<file path="config.mk">
export PLATFORM = sky130hd
export DESIGN_NAME = spi_port
export DESIGN_NICKNAME = d
export VERILOG_FILES = /design/src/rtl/spi_pkg.sv /design/src/rtl/spi_sync.sv /design/src/rtl/spi_rate_gen.sv /design/src/rtl/spi_shift.sv /design/src/rtl/spi_port.sv
export SDC_FILE = /design/constraint.sdc
export NUM_CORES = 1
export LEC_CHECK = 0
export BUFFER_PORTS_ARGS = -buffer_cell sky130_fd_sc_hd__buf_2
export CAP_MARGIN = 20
export CORE_ASPECT_RATIO = 0.6
export CORE_MARGIN = 2
export CORE_UTILIZATION = 55
export DETAILED_ROUTE_END_ITERATION = 12
export HOLD_SLACK_MARGIN = 0.06
export PLACE_DENSITY = 0.76
export SETUP_SLACK_MARGIN = 0.2
export SYNTH_ARGS = -nofsm -noshare
export SYNTH_HDL_FRONTEND = slang
export SYNTH_SLANG_ARGS = --single-unit
</file>
<file path="constraint.sdc">
create_clock -name clk -period 5.4 [get_ports clk]
set_input_delay 0.54 -clock clk [delete_from_list [all_inputs] [get_ports clk]]
set_output_delay 0.54 -clock clk [all_outputs]
set_load 0.03 [all_outputs]
</file>
<file path="src/rtl/spi_pkg.sv">
package spi_pkg;

    localparam int DATA_W = 8;
    localparam int HALF_W = 7;

    typedef struct packed {
        logic       ie;
        logic       en;
        logic       lsb_first;
        logic       master;
        logic       cpol;
        logic       cpha;
        logic [1:0] rate;
    } ctrl_t;

    typedef enum logic [1:0] {
        REG_CTRL = 2'd0,
        REG_STAT = 2'd1,
        REG_DATA = 2'd2
    } reg_addr_e;

    // System cycles between successive SCK edges for each rate code
    function automatic logic [HALF_W-1:0] half_period(input logic [1:0] code);
        case (code)
            2'd0:    half_period = 7'd2;
            2'd1:    half_period = 7'd8;
            2'd2:    half_period = 7'd32;
            default: half_period = 7'd64;
        endcase
    endfunction

endpackage

</file>
<file path="src/rtl/spi_sync.sv">
module spi_sync #(
    parameter int WIDTH  = 3,
    parameter int STAGES = 2
) (
    input  logic             clk,
    input  logic             rst,
    input  logic [WIDTH-1:0] d_i,
    input  logic [WIDTH-1:0] rst_val_i,
    output logic [WIDTH-1:0] q_o
);
    logic [WIDTH-1:0] pipe [STAGES];

    for (genvar s = 0; s < STAGES; s++) begin : g_stage
        always_ff @(posedge clk) begin
            if (rst) pipe[s] <= rst_val_i;
            else if (s == 0) pipe[s] <= d_i;
            else pipe[s] <= pipe[(s == 0) ? 0 : s-1];
        end
    end

    assign q_o = pipe[STAGES-1];
endmodule

</file>
<file path="src/rtl/spi_rate_gen.sv">
module spi_rate_gen
    import spi_pkg::*;
(
    input  logic       clk,
    input  logic       rst,
    input  logic       run_i,
    input  logic [1:0] rate_i,
    output logic       tick_o,
    output logic       lead_o,
    output logic       last_o,
    output logic       phase_o
);
    logic [HALF_W-1:0] cnt_q;
    logic [3:0]        idx_q;
    logic              phase_q;

    assign tick_o  = run_i && (cnt_q == half_period(rate_i) - 7'd1);
    assign lead_o  = ~idx_q[0];
    assign last_o  = (idx_q == 4'd15);
    assign phase_o = phase_q;

    always_ff @(posedge clk) begin
        if (rst || !run_i) begin
            cnt_q   <= '0;
            idx_q   <= '0;
            phase_q <= 1'b0;
        end else if (tick_o) begin
            cnt_q   <= '0;
            idx_q   <= idx_q + 4'd1;
            phase_q <= ~phase_q;
        end else begin
            cnt_q <= cnt_q + 7'd1;
        end
    end
endmodule

</file>
<file path="src/rtl/spi_shift.sv">
module spi_shift
    import spi_pkg::*;
(
    input  logic              clk,
    input  logic              rst,
    input  logic              load_i,
    input  logic [DATA_W-1:0] load_data_i,
    input  logic              clr_i,
    input  logic              lsb_first_i,
    input  logic              sample_i,
    input  logic              setup_i,
    input  logic              din_i,
    output logic              dout_o,
    output logic              idle_o,
    output logic              done_o,
    output logic [DATA_W-1:0] rx_o
);
    logic [DATA_W-1:0] tx_q, rx_q;
    logic [2:0]        cnt_q;

    assign dout_o = lsb_first_i ? tx_q[0] : tx_q[DATA_W-1];
    assign idle_o = (cnt_q == 3'd0);
    assign done_o = sample_i && (cnt_q == 3'd7) && !clr_i && !load_i;
    assign rx_o   = lsb_first_i ? {din_i, rx_q[DATA_W-1:1]} : {rx_q[DATA_W-2:0], din_i};

    always_ff @(posedge clk) begin
        if (rst) begin
            tx_q  <= '0;
            rx_q  <= '0;
            cnt_q <= '0;
        end else if (load_i) begin
            tx_q  <= load_data_i;
            cnt_q <= '0;
        end else if (clr_i) begin
            cnt_q <= '0;
        end else begin
            if (sample_i) begin
                rx_q  <= rx_o;
                cnt_q <= cnt_q + 3'd1;
            end
            // the first setup edge presents bit 0, which is already on the pin
            if (setup_i && cnt_q != 3'd0)
                tx_q <= lsb_first_i ? (tx_q >> 1) : (tx_q << 1);
        end
    end
endmodule

</file>
<file path="src/rtl/spi_port.sv">
module spi_port
    import spi_pkg::*;
#(
    parameter int SYNC_STAGES = 2
) (
    input  logic              clk,
    input  logic              rst,
    input  logic [1:0]        addr_i,
    input  logic              wr_en_i,
    input  logic              rd_en_i,
    input  logic [DATA_W-1:0] wdata_i,
    output logic [DATA_W-1:0] rdata_o,
    input  logic              global_ie_i,
    output logic              irq_o,
    output logic              sck_o,
    output logic              mosi_o,
    input  logic              miso_i,
    input  logic              sck_i,
    input  logic              ss_n_i,
    input  logic              mosi_i,
    output logic              miso_o,
    output logic              miso_oe_o
);
    ctrl_t             ctrl_q;
    logic              flag_q, arm_q, busy_q, sck_prev_q;
    logic [DATA_W-1:0] rxbuf_q;

    logic [2:0] sync_q;
    logic       sck_s, ss_s, mosi_s;

    spi_sync #(.WIDTH(3), .STAGES(SYNC_STAGES)) u_sync (
        .clk(clk), .rst(rst),
        .d_i({sck_i, ss_n_i, mosi_i}),
        .rst_val_i(3'b010),
        .q_o(sync_q)
    );
    assign {sck_s, ss_s, mosi_s} = sync_q;

    logic ctrl_wr, data_wr, data_acc, stat_rd;
    assign ctrl_wr  = wr_en_i && addr_i == REG_CTRL;
    assign data_wr  = wr_en_i && addr_i == REG_DATA;
    assign data_acc = (wr_en_i || rd_en_i) && addr_i == REG_DATA;
    assign stat_rd  = rd_en_i && addr_i == REG_STAT;

    logic fault, slave_act, start;
    assign fault     = ctrl_q.en && ctrl_q.master && !ss_s;
    assign slave_act = ctrl_q.en && !ctrl_q.master && !ss_s;

    logic m_tick, m_lead, m_last, m_phase;
    spi_rate_gen u_gen (
        .clk(clk), .rst(rst),
        .run_i(busy_q),
        .rate_i(ctrl_q.rate),
        .tick_o(m_tick), .lead_o(m_lead), .last_o(m_last), .phase_o(m_phase)
    );

    // edge strobes, shared by both modes
    logic s_edge, s_lead, edge_ev, lead_ev, sample, setup;
    assign s_edge  = slave_act && (sck_s != sck_prev_q);
    assign s_lead  = (sck_s != ctrl_q.cpol);
    assign edge_ev = ctrl_q.master ? m_tick : s_edge;
    assign lead_ev = ctrl_q.master ? m_lead : s_lead;
    assign sample  = edge_ev && (lead_ev != ctrl_q.cpha);
    assign setup   = edge_ev && (lead_ev == ctrl_q.cpha);

    logic sh_idle, sh_done, sh_load, sh_clr, dout;
    logic [DATA_W-1:0] sh_rx;
    assign start   = data_wr && ctrl_q.en && ctrl_q.master && !busy_q && !fault;
    assign sh_load = start || (data_wr && ctrl_q.en && !ctrl_q.master && (ss_s || sh_idle));
    assign sh_clr  = !ctrl_q.en || fault || (!ctrl_q.master && ss_s);

    spi_shift u_shift (
        .clk(clk), .rst(rst),
        .load_i(sh_load), .load_data_i(wdata_i),
        .clr_i(sh_clr),
        .lsb_first_i(ctrl_q.lsb_first),
        .sample_i(sample), .setup_i(setup),
        .din_i(ctrl_q.master ? miso_i : mosi_s),
        .dout_o(dout), .idle_o(sh_idle), .done_o(sh_done), .rx_o(sh_rx)
    );

    always_ff @(posedge clk) begin
        if (rst) begin
            ctrl_q     <= '0;
            flag_q     <= 1'b0;
            arm_q      <= 1'b0;
            busy_q     <= 1'b0;
            rxbuf_q    <= '0;
            sck_prev_q <= 1'b0;
        end else begin
            sck_prev_q <= sck_s;
            if (ctrl_wr) ctrl_q <= ctrl_t'(wdata_i);
            if (fault) ctrl_q.master <= 1'b0;

            if (fault || !ctrl_q.en) busy_q <= 1'b0;
            else if (start) busy_q <= 1'b1;
            else if (m_tick && m_last) busy_q <= 1'b0;

            if (sh_done) rxbuf_q <= sh_rx;

            if (sh_done || fault) begin
                flag_q <= 1'b1;
            end else if (arm_q && data_acc) begin
                flag_q <= 1'b0;
                arm_q  <= 1'b0;
            end else if (stat_rd && flag_q) begin
                arm_q <= 1'b1;
            end
        end
    end

    always_comb begin
        case (addr_i)
            REG_CTRL: rdata_o = ctrl_q;
            REG_STAT: rdata_o = {flag_q, 7'd0};
            REG_DATA: rdata_o = rxbuf_q;
            default:  rdata_o = '0;
        endcase
    end

    assign irq_o     = flag_q && ctrl_q.ie && global_ie_i;
    assign sck_o     = ctrl_q.cpol ^ m_phase;
    assign mosi_o    = dout;
    assign miso_o    = dout;
    assign miso_oe_o = slave_act;
endmodule

</file>
==> results.sh <==
export IMPL_status="completed"
export IMPL_placementRows=20
export IMPL_worst_r2r_endpoint="arm_q"
export IMPL_worst_clock_skew_ns=0.00693
export IMPL_detail_route_wl_per_cell_um=15.6
export IMPL_post_syn_area_per_cell_um2=9.54
export IMPL_first_pass_grt_wire_length_um=9770
export IMPL_post_cts_repair_setup_buffers=0
export IMPL_ys_seq_area_share_pct=40.4
export IMPL_dp_slack_ns=2.21
export IMPL_die_area_um2=5740
export IMPL_dr_pass1_iters=4
export IMPL_maxCapViolations=0
export IMPL_synth_top_cell_area_share_pct=40.4
export IMPL_setup_worst_path_start_class="flip-flop"
export IMPL_hpwl_detailed_um=4360
export IMPL_crit_path_max_fanout=26
export IMPL_slew_headroom_pct=34.5
export IMPL_synthesis_yosys_warnings=0
export IMPL_class_of_the_most_critical_hold_timing_path="input pin to flip-flop"
export IMPL_static_leakage_power_nw=1.16
export IMPL_top_usage_layer="met1"
export IMPL_cts_htree_levels=3
export IMPL_mappedNetlistNets=321
export IMPL_global_routing_usage_on_met1_pct=32.6
export IMPL_global_route_usage_met2_pct=32.5
export IMPL_gr_total_overflow=0
export IMPL_period_share_pct=60.1
export IMPL_crit_path_end_kind="flip-flop"
export IMPL_achievable_frequency_mhz=308
export IMPL_grt_start_max_net_pins=46
export IMPL_finalHoldViolations=0
export IMPL_number_of_antenna_violations_at_the_first_check_in_global_routing=0
export IMPL_regToRegSetupSlack_ns=2.15
export IMPL_clkLatencyLatePin_ns=0.33
export IMPL_synth_ff_latch_count=57
export IMPL_cts_tree="done"
export IMPL_synth_cell_type_count=44
export IMPL_synth_top_cells_by_area="sky130_fd_sc_hd__dfxtp_1, sky130_fd_sc_hd__mux2i_1, sky130_fd_sc_hd__nor2_1, sky130_fd_sc_hd__a211oi_1, sky130_fd_sc_hd__xnor2_1"
export IMPL_total_power_w=0.000930
export IMPL_worstRegToRegCells=8
export IMPL_fp_dieH_um=59.5
export IMPL_worst_hold_path_num_cells=2
export IMPL_worst_setup_hold_path_clk_slew_ns=0.07
export IMPL_setup_repair_after_global_routing_missed_its_margin="no"
export IMPL_commonest_cells_post_synth="sky130_fd_sc_hd__dfxtp_1, sky130_fd_sc_hd__nor2_1, sky130_fd_sc_hd__mux2i_1"
export IMPL_power_density_nw_per_um2=290
export IMPL_fin_util_pct=64.1
export IMPL_detailedRoute_firstIterationViolations=129
export IMPL_gr_usage_met3_pct=7.51
export IMPL_die_width_um=96.5
export IMPL_routed_wirelength_um=6100
export IMPL_post_cts_resize_count=0
export IMPL_vias_in_the_first_global_route=1990
export IMPL_post_dr_vias_cell=5.62
export IMPL_report_final_setup_viol=0
export IMPL_netlist_top_cell_by_area="sky130_fd_sc_hd__dfxtp_1"
export IMPL_critical_path_arrival_ns=3.52
export IMPL_netlist_area_um2=2830
export IMPL_dpl_instance_area_um2=2980
export IMPL_data_required_time_at_the_worst_endpoint_ns=5.67
export IMPL_io_buffers=31
export IMPL_dr_total_vias=2197
export IMPL_antenna_cells_inserted=0
export IMPL_fraction_of_final_layout_cells_sized_beyond_drive_strength_1_pct=21.5
export IMPL_ys_dominant_reg_cell="sky130_fd_sc_hd__dfxtp_1"
export IMPL_finalInstanceArea_um2=3210
export IMPL_cts_root_to_sink_buffers=2
export IMPL_clk_root_buffer_cell="sky130_fd_sc_hd__clkbuf_8"
export IMPL_finalWorstPathRequiredPeriod_ns=3.25
export IMPL_global_routing_usage_summed_across_all_routing_layers_pct=23.1
export IMPL_fin_nets=345
export IMPL_yosysMostFrequentCell="sky130_fd_sc_hd__dfxtp_1"
export IMPL_areaGrowthSynthToFinish_pct=13.6
export IMPL_initial_utilization_pct=56.5
export IMPL_post_route_worst_setup_slack_ns=2.15
export IMPL_setup_total_negative_slack_ns=0
export IMPL_cts_made_buffers=9
export IMPL_finalWeightedCongestion=0.889
export IMPL_worst_slew_pin_slew_ns=0.980
export IMPL_antenna_violating_nets_post_route=0
export IMPL_core_area_um2=5000
export IMPL_drc_errors=0
export IMPL_hold_startpoint="ss_n_i"
export IMPL_max_vdd_drop_mv=0.184
export IMPL_timing_final_max_slew_violations=0
export IMPL_synthArstFlopShare_pct=0
export IMPL_crit_path_kind="flip-flop to flip-flop"
export IMPL_worstReg2RegStart="ctrl_q[1]"
export IMPL_startpoint="ctrl_q[1]"
export IMPL_cts_sinks=57
export IMPL_hold_path_endpoint="u_sync.pipe[0][1]"
export IMPL_floorplan_io_pins=32
export IMPL_postCtsHoldBufs=0
export IMPL_number_of_synthesized_flops_with_an_enable_pin=0
export IMPL_post_synth_inst_count=296
==> cells in the final DEF, fill, tap and decap left out, types with 3 or more instances in the layout <==
cell type	count
sky130_fd_sc_hd__or2_2	6
sky130_fd_sc_hd__nor2_1	46
sky130_fd_sc_hd__inv_1	5
sky130_fd_sc_hd__dfxtp_1	57
sky130_fd_sc_hd__nand2b_1	4
sky130_fd_sc_hd__buf_2	31
sky130_fd_sc_hd__nor3_1	5
sky130_fd_sc_hd__nand3_1	5
sky130_fd_sc_hd__nand4b_1	3
sky130_fd_sc_hd__ha_1	6
sky130_fd_sc_hd__nor2b_1	9
sky130_fd_sc_hd__nand2_1	11
sky130_fd_sc_hd__mux2_2	4
sky130_fd_sc_hd__a21oi_1	13
sky130_fd_sc_hd__clkbuf_8	11
sky130_fd_sc_hd__xor2_1	9
sky130_fd_sc_hd__a211oi_1	19
sky130_fd_sc_hd__xnor2_1	9
sky130_fd_sc_hd__mux2i_1	32
sky130_fd_sc_hd__a2111oi_0	4
==> how the worst max path moves through the flow <==
stage / endpoint / slack, ns / depth (start not counted)
after floorplan: u_shift.tx_q[5] / 2.88 / 9
after global placement: arm_q / 2.28 / 8
after detailed placement: arm_q / 2.21 / 8
after CTS: arm_q / 2.17 / 8
after global routing: arm_q / 1.99 / 8
final: arm_q / 2.15 / 8
==> worst max-delay path, stage by stage, from the launching register on <==
cell	delay [ns]
sky130_fd_sc_hd__dfxtp_1	0.37
sky130_fd_sc_hd__or2_2	0.32
sky130_fd_sc_hd__ha_1	0.30
sky130_fd_sc_hd__xnor2_1	0.16
sky130_fd_sc_hd__nor4_4	0.31
sky130_fd_sc_hd__o211ai_4	0.17
sky130_fd_sc_hd__a211oi_4	0.88
sky130_fd_sc_hd__and2_1	0.42
sky130_fd_sc_hd__o221a_2	0.25
==> state kept, by name, indices dropped and copies added (netlist names) <==
name / count
arm_q: 1
busy_q: 1
flag_q: 1
u_gen.phase_o: 1
u_sync.pipe: 6
u_gen.cnt_q: 7
rxbuf_q: 8
u_shift.tx_q: 8
sck_prev_q: 1
u_shift.cnt_q: 3
ctrl_q: 8
u_gen.idx_q: 4
u_shift.rx_q: 8
==> per-stage QoR <==
step	hold WS [ns]	instances
6_report	0.395	391
2_1_floorplan	0.389	296
3_5_place_dp	0.396	375
4_1_cts	0.383	391
3_3_place_gp	0.397	375
5_1_grt	0.406	391
==> report_power, final <==
part / leakage, nW / switching [W] / internal [W]
clock network: 0.115 / 0.000169 / 0.000283
logic: 0.582 / 0.0000257 / 0.0000197
registers: 0.461 / 0.00000685 / 0.000425
==> per-layer routing <==
layer / vias up / part of all wire [%]
met1: 1029 / 49
met2: 66 / 43
met5: - / 0
li1: 1096 / -
met3: 6 / 7.1
met4: 0 / 1.0
==> logic make-up (layout without fill, tap and decap cells) <==
logic type / count (synthesis) / in the layout / synth area share (%)
compound gates: 55 / 55 / 16.9
xor+xnor: 18 / 18 / 5.58
fa+ha+maj: 6 / 6 / 2.66
buf+inv: 24 / 53 / 3.85
flops: 57 / 57 / 40.4
mux: 36 / 36 / 12.9
simple gates: 100 / 100 / 17.7
==> layout make-up <==
cell class | instances | area (µm²)
clock buffer | 11 | 151
timing repair buffer | 32 | 163
fill | 449 | 1800
tap | 66 | 82.6
inverter | 5 | 18.8
clock inverter | 5 | 77.6
sequential | 57 | 1140
multi-input combinational | 215 | 1580
(Power assumes the default switching activity.)
